`config.mk`:
```
export PLATFORM = sky130hd
export DESIGN_NAME = ser_ctrl_rx
export DESIGN_NICKNAME = d
export VERILOG_FILES = /design/src/rtl/ser_ctrl_pkg.sv /design/src/rtl/ser_sync.sv /design/src/rtl/ser_frame_rx.sv /design/src/rtl/ser_step_sat.sv /design/src/rtl/ser_setting_bank.sv /design/src/rtl/ser_ctrl_rx.sv
export SDC_FILE = /design/constraint.sdc
export NUM_CORES = 1
export LEC_CHECK = 0
export ABC_AREA = 1
export BUFFER_PORTS_ARGS = -buffer_cell sky130_fd_sc_hd__buf_2
export CAP_MARGIN = 20
export CORE_MARGIN = 2
export CORE_UTILIZATION = 54
export CTS_CLUSTER_DIAMETER = 150
export CTS_CLUSTER_SIZE = 20
export DETAILED_ROUTE_END_ITERATION = 8
export HOLD_SLACK_MARGIN = 0.08
export PLACE_DENSITY = 0.79
export SYNTH_ARGS = -nofsm -noshare
export SYNTH_HDL_FRONTEND = slang
export SYNTH_HIERARCHICAL = 1
export SYNTH_SLANG_ARGS = --single-unit
export TNS_END_PERCENT = 5
```
`constraint.sdc`:
```
create_clock -name clk_i -period 2.1 [get_ports clk_i]
set_input_delay 0.105 -clock clk_i [delete_from_list [all_inputs] [get_ports clk_i]]
set_output_delay 0.105 -clock clk_i [all_outputs]
set_load 0.1 [all_outputs]
```
`src/rtl/ser_ctrl_pkg.sv`:
```
package ser_ctrl_pkg;
  localparam int VAL_W     = 6;
  localparam int FUNC_W    = 3;
  localparam int ADDR_W    = 2;
  localparam int PAY_W     = FUNC_W + VAL_W;
  localparam int N_FADER   = 4;
  localparam int VOL_MAX   = 40;
  localparam int FADER_MAX = 20;
  localparam int VSTEP_W   = $clog2(VOL_MAX + 1);
  localparam int FSTEP_W   = $clog2(FADER_MAX + 1);
  localparam logic [VAL_W-1:0]  TONE_FLAT = 6'b000110;
  localparam logic [ADDR_W-1:0] DEV_ADDR  = 2'b10;

  typedef enum logic [FUNC_W-1:0] {
    FN_INSEL  = 3'b000,
    FN_BASS   = 3'b001,
    FN_TREBLE = 3'b010,
    FN_VOLUME = 3'b011
  } func_e;
endpackage

```
`src/rtl/ser_sync.sv`:
```
module ser_sync #(
  parameter int          W       = 3,
  parameter logic [W-1:0] RST_VAL = '0
) (
  input  logic         clk_i,
  input  logic         rst_ni,
  input  logic [W-1:0] d_i,
  output logic [W-1:0] q_o
);
  for (genvar i = 0; i < W; i++) begin : g_bit
    logic s1, s2;
    always_ff @(posedge clk_i or negedge rst_ni) begin
      if (!rst_ni) begin
        s1 <= RST_VAL[i];
        s2 <= RST_VAL[i];
      end else begin
        s1 <= d_i[i];
        s2 <= s1;
      end
    end
    assign q_o[i] = s2;
  end
endmodule

```
`src/rtl/ser_frame_rx.sv`:
```
module ser_frame_rx
  import ser_ctrl_pkg::*;
(
  input  logic              clk_i,
  input  logic              rst_ni,
  input  logic              dat_i,
  input  logic              sclk_i,
  input  logic              en_ni,
  output logic              commit_o,
  output logic              addr_ok_o,
  output logic              en_fall_o,
  output logic [FUNC_W-1:0] func_o,
  output logic [VAL_W-1:0]  val_o
);
  localparam int CNT_W = $clog2(PAY_W + 1);

  logic en_q, clk_q;
  logic en_fall, en_rise, sclk_rise;
  logic [1:0]       hdr_cnt;
  logic             first_bit;
  logic             addr_ok;
  logic             bad;
  logic [CNT_W-1:0] pay_cnt;
  logic [PAY_W-1:0] shreg;

  always_ff @(posedge clk_i or negedge rst_ni) begin
    if (!rst_ni) begin
      en_q  <= 1'b1;
      clk_q <= 1'b0;
    end else begin
      en_q  <= en_ni;
      clk_q <= sclk_i;
    end
  end

  assign en_fall   = en_q & ~en_ni;
  assign en_rise   = ~en_q & en_ni;
  assign sclk_rise = ~clk_q & sclk_i & ~en_ni & ~en_q;

  always_ff @(posedge clk_i or negedge rst_ni) begin
    if (!rst_ni) begin
      hdr_cnt   <= '0;
      first_bit <= 1'b0;
      addr_ok   <= 1'b0;
      bad       <= 1'b0;
      pay_cnt   <= '0;
      shreg     <= '0;
    end else if (en_fall) begin
      hdr_cnt <= '0;
      addr_ok <= 1'b0;
      bad     <= sclk_i;  // enable must fall while serial clock is low
      pay_cnt <= '0;
    end else if (sclk_rise) begin
      if (hdr_cnt == 2'd0) begin
        first_bit <= dat_i;
        hdr_cnt   <= 2'd1;
      end else if (hdr_cnt == 2'd1) begin
        addr_ok <= ({first_bit, dat_i} == DEV_ADDR);
        hdr_cnt <= 2'd2;
      end else begin
        shreg <= {shreg[PAY_W-2:0], dat_i};
        if (pay_cnt != CNT_W'(PAY_W)) pay_cnt <= pay_cnt + 1'b1;
      end
    end
  end

  assign commit_o  = en_rise & addr_ok & ~bad & (pay_cnt == CNT_W'(PAY_W));
  assign addr_ok_o = addr_ok;
  assign en_fall_o = en_fall;
  assign func_o    = shreg[PAY_W-1:VAL_W];
  assign val_o     = shreg[VAL_W-1:0];
endmodule

```
`src/rtl/ser_step_sat.sv`:
```
module ser_step_sat #(
  parameter int W        = 6,
  parameter int OUT_W    = 6,
  parameter int MAX      = 40,
  parameter bit MASK_TOP = 1'b0
) (
  input  logic [W-1:0]     val_i,
  output logic [OUT_W-1:0] step_o
);
  logic [W-1:0] masked;
  if (MASK_TOP) begin : g_mask
    assign masked = {1'b0, val_i[W-2:0]};
  end else begin : g_full
    assign masked = val_i;
  end
  assign step_o = (masked > W'(MAX)) ? OUT_W'(MAX) : OUT_W'(masked);
endmodule

```
`src/rtl/ser_setting_bank.sv`:
```
module ser_setting_bank
  import ser_ctrl_pkg::*;
(
  input  logic                       clk_i,
  input  logic                       rst_ni,
  input  logic                       commit_i,
  input  logic [FUNC_W-1:0]          func_i,
  input  logic [VAL_W-1:0]           val_i,
  output logic [N_FADER*VAL_W-1:0]   fader_o,
  output logic [VAL_W-1:0]           volume_o,
  output logic [VAL_W-1:0]           treble_o,
  output logic [VAL_W-1:0]           bass_o,
  output logic [VAL_W-1:0]           insel_o
);
  for (genvar i = 0; i < N_FADER; i++) begin : g_fader
    always_ff @(posedge clk_i or negedge rst_ni) begin
      if (!rst_ni) fader_o[i*VAL_W +: VAL_W] <= '0;
      else if (commit_i && func_i == {1'b1, 2'(i)})
        fader_o[i*VAL_W +: VAL_W] <= val_i;
    end
  end

  always_ff @(posedge clk_i or negedge rst_ni) begin
    if (!rst_ni) begin
      volume_o <= '0;
      treble_o <= TONE_FLAT;
      bass_o   <= TONE_FLAT;
      insel_o  <= '0;
    end else if (commit_i) begin
      case (func_i)
        FN_VOLUME: volume_o <= val_i;
        FN_TREBLE: treble_o <= val_i;
        FN_BASS:   bass_o   <= val_i;
        FN_INSEL:  insel_o  <= val_i;
        default: ;
      endcase
    end
  end
endmodule

```
`src/rtl/ser_ctrl_rx.sv`:
```
module ser_ctrl_rx
  import ser_ctrl_pkg::*;
(
  input  logic        clk_i,
  input  logic        rst_ni,
  input  logic        sdata_i,
  input  logic        sclk_i,
  input  logic        sen_ni,
  output logic [23:0] fader_val_o,
  output logic [5:0]  volume_o,
  output logic [5:0]  treble_o,
  output logic [5:0]  bass_o,
  output logic [5:0]  input_sel_o,
  output logic        input_open_o,
  output logic [5:0]  vol_step_o,
  output logic [19:0] fader_step_o
);
  logic [2:0]        sync_q;
  logic              commit, addr_ok, en_fall;
  logic [FUNC_W-1:0] func;
  logic [VAL_W-1:0]  val;

  ser_sync #(.W(3), .RST_VAL(3'b100)) i_sync (
    .clk_i, .rst_ni,
    .d_i({sen_ni, sclk_i, sdata_i}),
    .q_o(sync_q)
  );

  ser_frame_rx i_frame (
    .clk_i, .rst_ni,
    .dat_i(sync_q[0]), .sclk_i(sync_q[1]), .en_ni(sync_q[2]),
    .commit_o(commit), .addr_ok_o(addr_ok), .en_fall_o(en_fall),
    .func_o(func), .val_o(val)
  );

  ser_setting_bank i_bank (
    .clk_i, .rst_ni,
    .commit_i(commit), .func_i(func), .val_i(val),
    .fader_o(fader_val_o), .volume_o, .treble_o, .bass_o,
    .insel_o(input_sel_o)
  );

  ser_step_sat #(.W(VAL_W), .OUT_W(VSTEP_W), .MAX(VOL_MAX), .MASK_TOP(1'b0)) i_vsat (
    .val_i(volume_o), .step_o(vol_step_o)
  );

  for (genvar i = 0; i < N_FADER; i++) begin : g_fsat
    ser_step_sat #(.W(VAL_W), .OUT_W(FSTEP_W), .MAX(FADER_MAX), .MASK_TOP(1'b1)) i_fsat (
      .val_i(fader_val_o[i*VAL_W +: VAL_W]),
      .step_o(fader_step_o[i*FSTEP_W +: FSTEP_W])
    );
  end

  assign input_open_o = (input_sel_o[3:0] == 4'b0000) || (input_sel_o[3:1] == 3'b011);
endmodule

```
# Word-level counts from Yosys, hierarchy flattened
# Index checks and enable logic that the tools add are counted.
word_totals:
  wordCells: 96
  out_inout_bits: 75
  regBits: 74
  inputBits: 5
op_classes:
  n_reduce_logical: 21
  mux: 18
  n_addsub: 1
  bitwise_logic: 15
  eq_ne: 14
  n_lt_le_gt_ge: 5
ops:
  columns: ["op", "count"]
  rows:
  - ["$gt 5x5->1 const B", 4]
  - ["$mux 4", 5]
  - ["$mux 5", 4]
  - ["$eq 3x3->1 const B", 4]
  - ["$reduce_and 2->1", 5]
  - ["$eq 3x2->1 const B", 3]
  - ["$and 1x1->1", 8]
  - ["$mux 2", 4]
  - ["$reduce_and 4->1", 2]
  - ["$not 1->1", 7]
  - ["$gt 6x6->1 const B", 1]
  - ["$mux 6", 1]
  - ["$reduce_and 3->1", 2]
  - ["$reduce_bool 2->1", 3]
  - ["$add 4x1->4 const B", 1]
  - ["$eq 4x4->1 const B", 1]
  - ["$logic_and 1x1->1", 4]
  - ["$logic_not 4->1", 1]
  - ["$mux 1", 4]
  - ["$ne 2x2->1 const B", 2]
  - ["$ne 4x4->1 const B", 1]
  - ["$eq 3x1->1 const B", 1]
  - ["$logic_not 3->1", 1]
  - ["$reduce_bool 3->1", 1]
  - ["4 further kinds", 4]

# Longest topological paths before layout
depth:
  ltp_word: 6
  mapped_depth: 10
  ltp_nobuf: 9

# By module
# The synthesis kept the hierarchy.
modules_own_cells:
  columns: ["mod", "cells_each", "instances", "area_each_um2", "seq_area_each_um2"]
  rows:
  - ["ser_setting_bank", 228, 1, 1953.1, 1206.2]
  - ["ser_frame_rx", 112, 1, 985.9, 501.7]
  - ["ser_step_sat at g_fsat[0].i_fsat ...", 15, 4, 56.3, 0.0]
  - ["ser_sync", 9, 1, 175.2, 152.6]
  - ["ser_step_sat at i_vsat", 18, 1, 70.1, 0.0]
  - ["ser_ctrl_rx", 6, 1, 26.3, 0.0]

# Worst setup path before layout
# OpenSTA, ideal clock, no wires.
synth_path:
  path_kind: "flip-flop to output port"
  start: "reg i_bank.volume_o[0]"
  end: "out vol_step_o[0]"
  setup_slack_ps: -384
  required_time_ps: 1995
  path_stages_with_launch: 6
  arrival_time_ps: 2379
  n_path_buf: 0
  cell_sequence: "dfrtp_1 > nor2_1 > nand2_1 > nand2_1 > nand2_2 > nor2_1"
synth_via:
  elab_chain_len: 2
synth_rtl:
  columns: ["element", "line", "source"]
  rows:
  - ["start: declaration", "ser_setting_bank.sv:10", "output logic [VAL_W-1:0] volume_o,"]
  - ["start signal: assignment", "ser_setting_bank.sv:31", "FN_VOLUME: volume_o <= val_i;"]
  - ["$gt 6x6->1", "ser_step_sat.sv:16", "assign step_o = (masked > W'(MAX)) ? OUT_W'(MAX) : OUT_W'(masked);"]
  - ["$mux 6 (*)", "ser_step_sat.sv:16", null]
  - ["end: declaration", "ser_ctrl_rx.sv:15", "output logic [5:0] vol_step_o,"]
# Every way passes the cells marked *; elsewhere a longest branch is shown, timed or not.

# Final worst setup path
layout_path:
  start: "reg i_frame.pay_cnt[1]"
  end: "reg i_bank.fader_o[7]"
layout_via:
  elab_chain_len: 3
layout_rtl:
  columns: ["element", "line", "source"]
  rows:
  - ["start: declaration", "ser_frame_rx.sv:23", "logic [CNT_W-1:0] pay_cnt;"]
  - ["start signal: assignment", "ser_frame_rx.sv:62", "if (pay_cnt != CNT_W'(PAY_W)) pay_cnt <= pay_cnt + 1'b1;"]
  - ["$eq 4x4->1", "ser_frame_rx.sv:67", "assign commit_o = en_rise & addr_ok & ~bad & (pay_cnt == CNT_W'(PAY_W));"]
  - ["$and 1x1->1", "ser_frame_rx.sv:67", null]
  - ["net commit", "ser_ctrl_rx.sv:19", "logic commit, addr_ok, en_fall;"]
  - ["$logic_and 1x1->1", "ser_setting_bank.sv:18", "else if (commit_i && func_i == {1'b1, 2'(i)})"]
  - ["end signal: indexed assignment", "ser_setting_bank.sv:19", "fader_o[i*VAL_W +: VAL_W] <= val_i;"]
  - ["end: declaration", "ser_setting_bank.sv:9", "output logic [N_FADER*VAL_W-1:0] fader_o,"]
# The timed path passes the listed nets, and every way through them passes these cells.
# A chain may end at the register's enable or synchronous reset.

==> results.yml <==
synth:
  ys_ff_latch: 74
  yosysWarnings: 6
  syn_area_per_cell_um2: 7.93
  syn_nets: 440
  yosys.area.top_type: "dfrtp_1"
  synth.distinct_cells: 23
  synth_area_leaders: "dfrtp_1, nand2_1, dfstp_2, inv_1, nand3_1"
  synth_area_um2: 3440
  yosysSeqAreaShare_pct: 54.2
  synth_top_area_share_pct: 48.8
  netlist_instances: 433
placed_design:
  portBuffers: 79
  dp_hpwl_um: 5200
  dpl.cell_count: 575
  place.gp.congestion: 0.830
  dpl_worst_slack_ns: 0.108
global_routing:
  grt_pass1_vias: 2731
  grt_pass1_wl_um: 12500
  antenna_found_initial: 0
  grt_use_total_pct: 22.3
  grt_overflow_total: 0
  grt_max_degree: 29
setup_path:
  worstPathArrival_ns: 2.12
  crit_type: "reg2reg"
  crit_top_cell: "nand2_1"
  cp-end-kind: "flip-flop"
  crit_path_max_incr_delay_ns: 0.42
  required_ns: 2.34
  cp_cell_sequence: "inv_1 > ha_1 > nand3_1 > nor3_2 > nand2_1 > inv_2 > nand2_1 > nand2_1 > nand2_1"
  cp_max_fo: 10
  startpoint_type: "flip-flop"
  crit_path_top_delay_cell: "dfrtp_1"
final_layout:
  final_nets: 520
  num_antenna_cells: 0
  fin_cells: 595
  area_growth_pct: 19.1
  drive_gt1_share_pct: 25.7
cts:
  htree_levels: 3
  root_buffer: "clkbuf_8"
  cts_setup_buffers: 0
  clk_path_buf_depth: 2
  cts_buffers: 9
  tritoncts: "yes"
  clock_latency_ns: 0.35
  path_clk_slew_ns: 0.08
  clkSinkCount: 74
floorplan:
  num_rows: 29
  dieArea_um2: 7020
  die_h_um: 83.8
  coreArea_um2: 6240
  die_w_um: 83.8
  num_io_pins: 80
  initial_core_util_pct: 55.1
timing:
  slew_viol_final: 0
  rsz0062_at_grt: "false"
  fin_crit_ns: 1.88
  setup_ws_ns: 0.221
  tightest_slew_ns: 0.607
  setup_viol: 0
  post-route-period-util_pct: 89.5
  max_freq_mhz: 532
  fin_skew_ns: 0.0111
  slew_headroom_pct: 59.5
  finalHoldViolations: 0
route:
  ant_nets: 0
  wl_per_cell_um: 12.1
  dr.pass1.iters: 4
  wl_um: 7210
  drt-initial-drc-count: 170
  drcViolationCount: 0
  vias: 2945
  avgViaCountPerCell: 4.95
power_and_ir_drop:
  power_density_nw_per_um2: 619
  p_leak_nw: 2.44
  ir_drop_uv: 411
min_path:
  hp-class: "in2async"
run:
  drv_cap: 0
outcome:
  status: "finished clean"
==> sequential cells by signal, indices dropped and copies added (netlist names) <==
register / cells
i_frame/shreg: 9
i_frame/bad: 1
i_bank/bass_o: 6
i_sync/g_bit.s1: 3
i_frame/first_bit: 1
i_bank/treble_o: 6
i_bank/insel_o: 6
i_frame/clk_q: 1
i_frame/pay_cnt: 4
i_bank/fader_o: 24
i_sync/g_bit.s2: 3
i_bank/volume_o: 6
i_frame/en_q: 1
i_frame/hdr_cnt: 2
i_frame/addr_ok_o: 1
==> cells in the final DEF, fill, tap and decap left out, drive strengths merged <==
cell | synthesis | routed
ha | 2 | 2
dfrtp | 67 | 67
nand2 | 197 | 197
nand3 | 33 | 33
o21ai | 12 | 12
o21bai | 1 | 1
dlygate4sd3 | 0 | 4
clkbuf | 11 | 10
xnor2 | 1 | 1
buf | 8 | 84
inv | 49 | 50
nand4 | 2 | 2
nor2 | 42 | 42
nor3 | 1 | 1
clkinv | 0 | 2
dfstp | 7 | 7
clkinvlp | 0 | 3
==> metrics by stage <==
step / total power [mW] / setup TNS (ns) / instance area, µm² / util (%) / hold WS [ns]
6_report: 2.53 / 0 / 4090 / 65.6 / 0.304
2_1_floorplan: 1.55 / -5.48 / 3440 / - / -0.191
3_5_place_dp: 1.60 / 0 / 3880 / 62.1 / 0.153
3_3_place_gp: 1.59 / 0 / 3880 / 62.1 / 0.145
5_1_grt: 2.64 / 0 / 4090 / 65.6 / 0.355
4_1_cts: 2.56 / 0 / 4090 / 65.5 / 0.307
==> cell families (layout without fill, tap and decap cells) <==
group,after synthesis,count (layout),synth area share [%]
buffers and inverters,68,153,8.27
adders and majority gates,2,2,0.728
and+or+nand+nor,275,275,33.5
DFF,74,74,54.2
AOI/OAI and AO/OA,13,13,3.06
xor gates and xnor gates,1,1,0.255
==> final cells by class <==
| class | count | area (µm²) |
|---|---|---|
| fillers | 521 | 2150 |
| clock buffers | 10 | 128 |
| inverters | 49 | 184 |
| clock inverters | 6 | 41.3 |
| well taps | 77 | 96.3 |
| repair buffers | 88 | 485 |
| multi-input cells | 291 | 1300 |
| flip-flops and latches | 74 | 1860 |
==> cells in the mapped netlist, drive strengths merged <==
cell,instances
nand3,33
ha,2
clkbuf,11
dfstp,7
nor3,1
buf,8
xnor2,1
dfrtp,67
nor2,42
o21ai,12
nand4,2
o21bai,1
inv,49
nand2,197
==> path summary, 6_finish.rpt <==
check	cells after the start	endpoint	startpoint	slack (ns)
min reg2reg	0	i_sync/g_bit[1].s2	i_sync/g_bit[1].s1	0.35
max	9	i_bank/fader_o[7]	i_frame/pay_cnt[1]	0.22
min	2	i_bank/insel_o[0]	rst_ni	0.30
max reg2reg	9	i_bank/fader_o[7]	i_frame/pay_cnt[1]	0.22
max in group asynchronous	3	i_bank/treble_o[1]	rst_ni	1.04
min in group clk_i	0	i_sync/g_bit[1].s2	i_sync/g_bit[1].s1	0.35
==> report_power, final <==
part / switching (mW) / internal [mW] / total (mW)
logic: 0.0614 / 0.0312 / 0.0926
registers: 0.0291 / 1.45 / 1.48
clock network: 0.531 / 0.428 / 0.960
==> per-layer routing <==
metal	wire length, µm	global-route usage (%)	up-vias
met2	3470	36.8	101
met5	0	0	-
li1	-	-	1463
met1	3150	29.3	1372
met4	110	7.92	0
met3	472	4.75	9
==> worst max-delay path, delay by kind of cell (launching register included) <==
family | cells | cell delay, ns
buffers and inverters | 2 | 0.27
DFF | 1 | 0.42
adders and majority gates | 1 | 0.13
and+or+nand+nor | 6 | 0.95
==> timing repair <==
item	in CTS	in global routing
hold buffers	4	0
gates resized for setup	0	1
endpoints found under the hold margin	28	0
endpoints found under the setup margin	0	48
(Power assumes the default switching activity.)
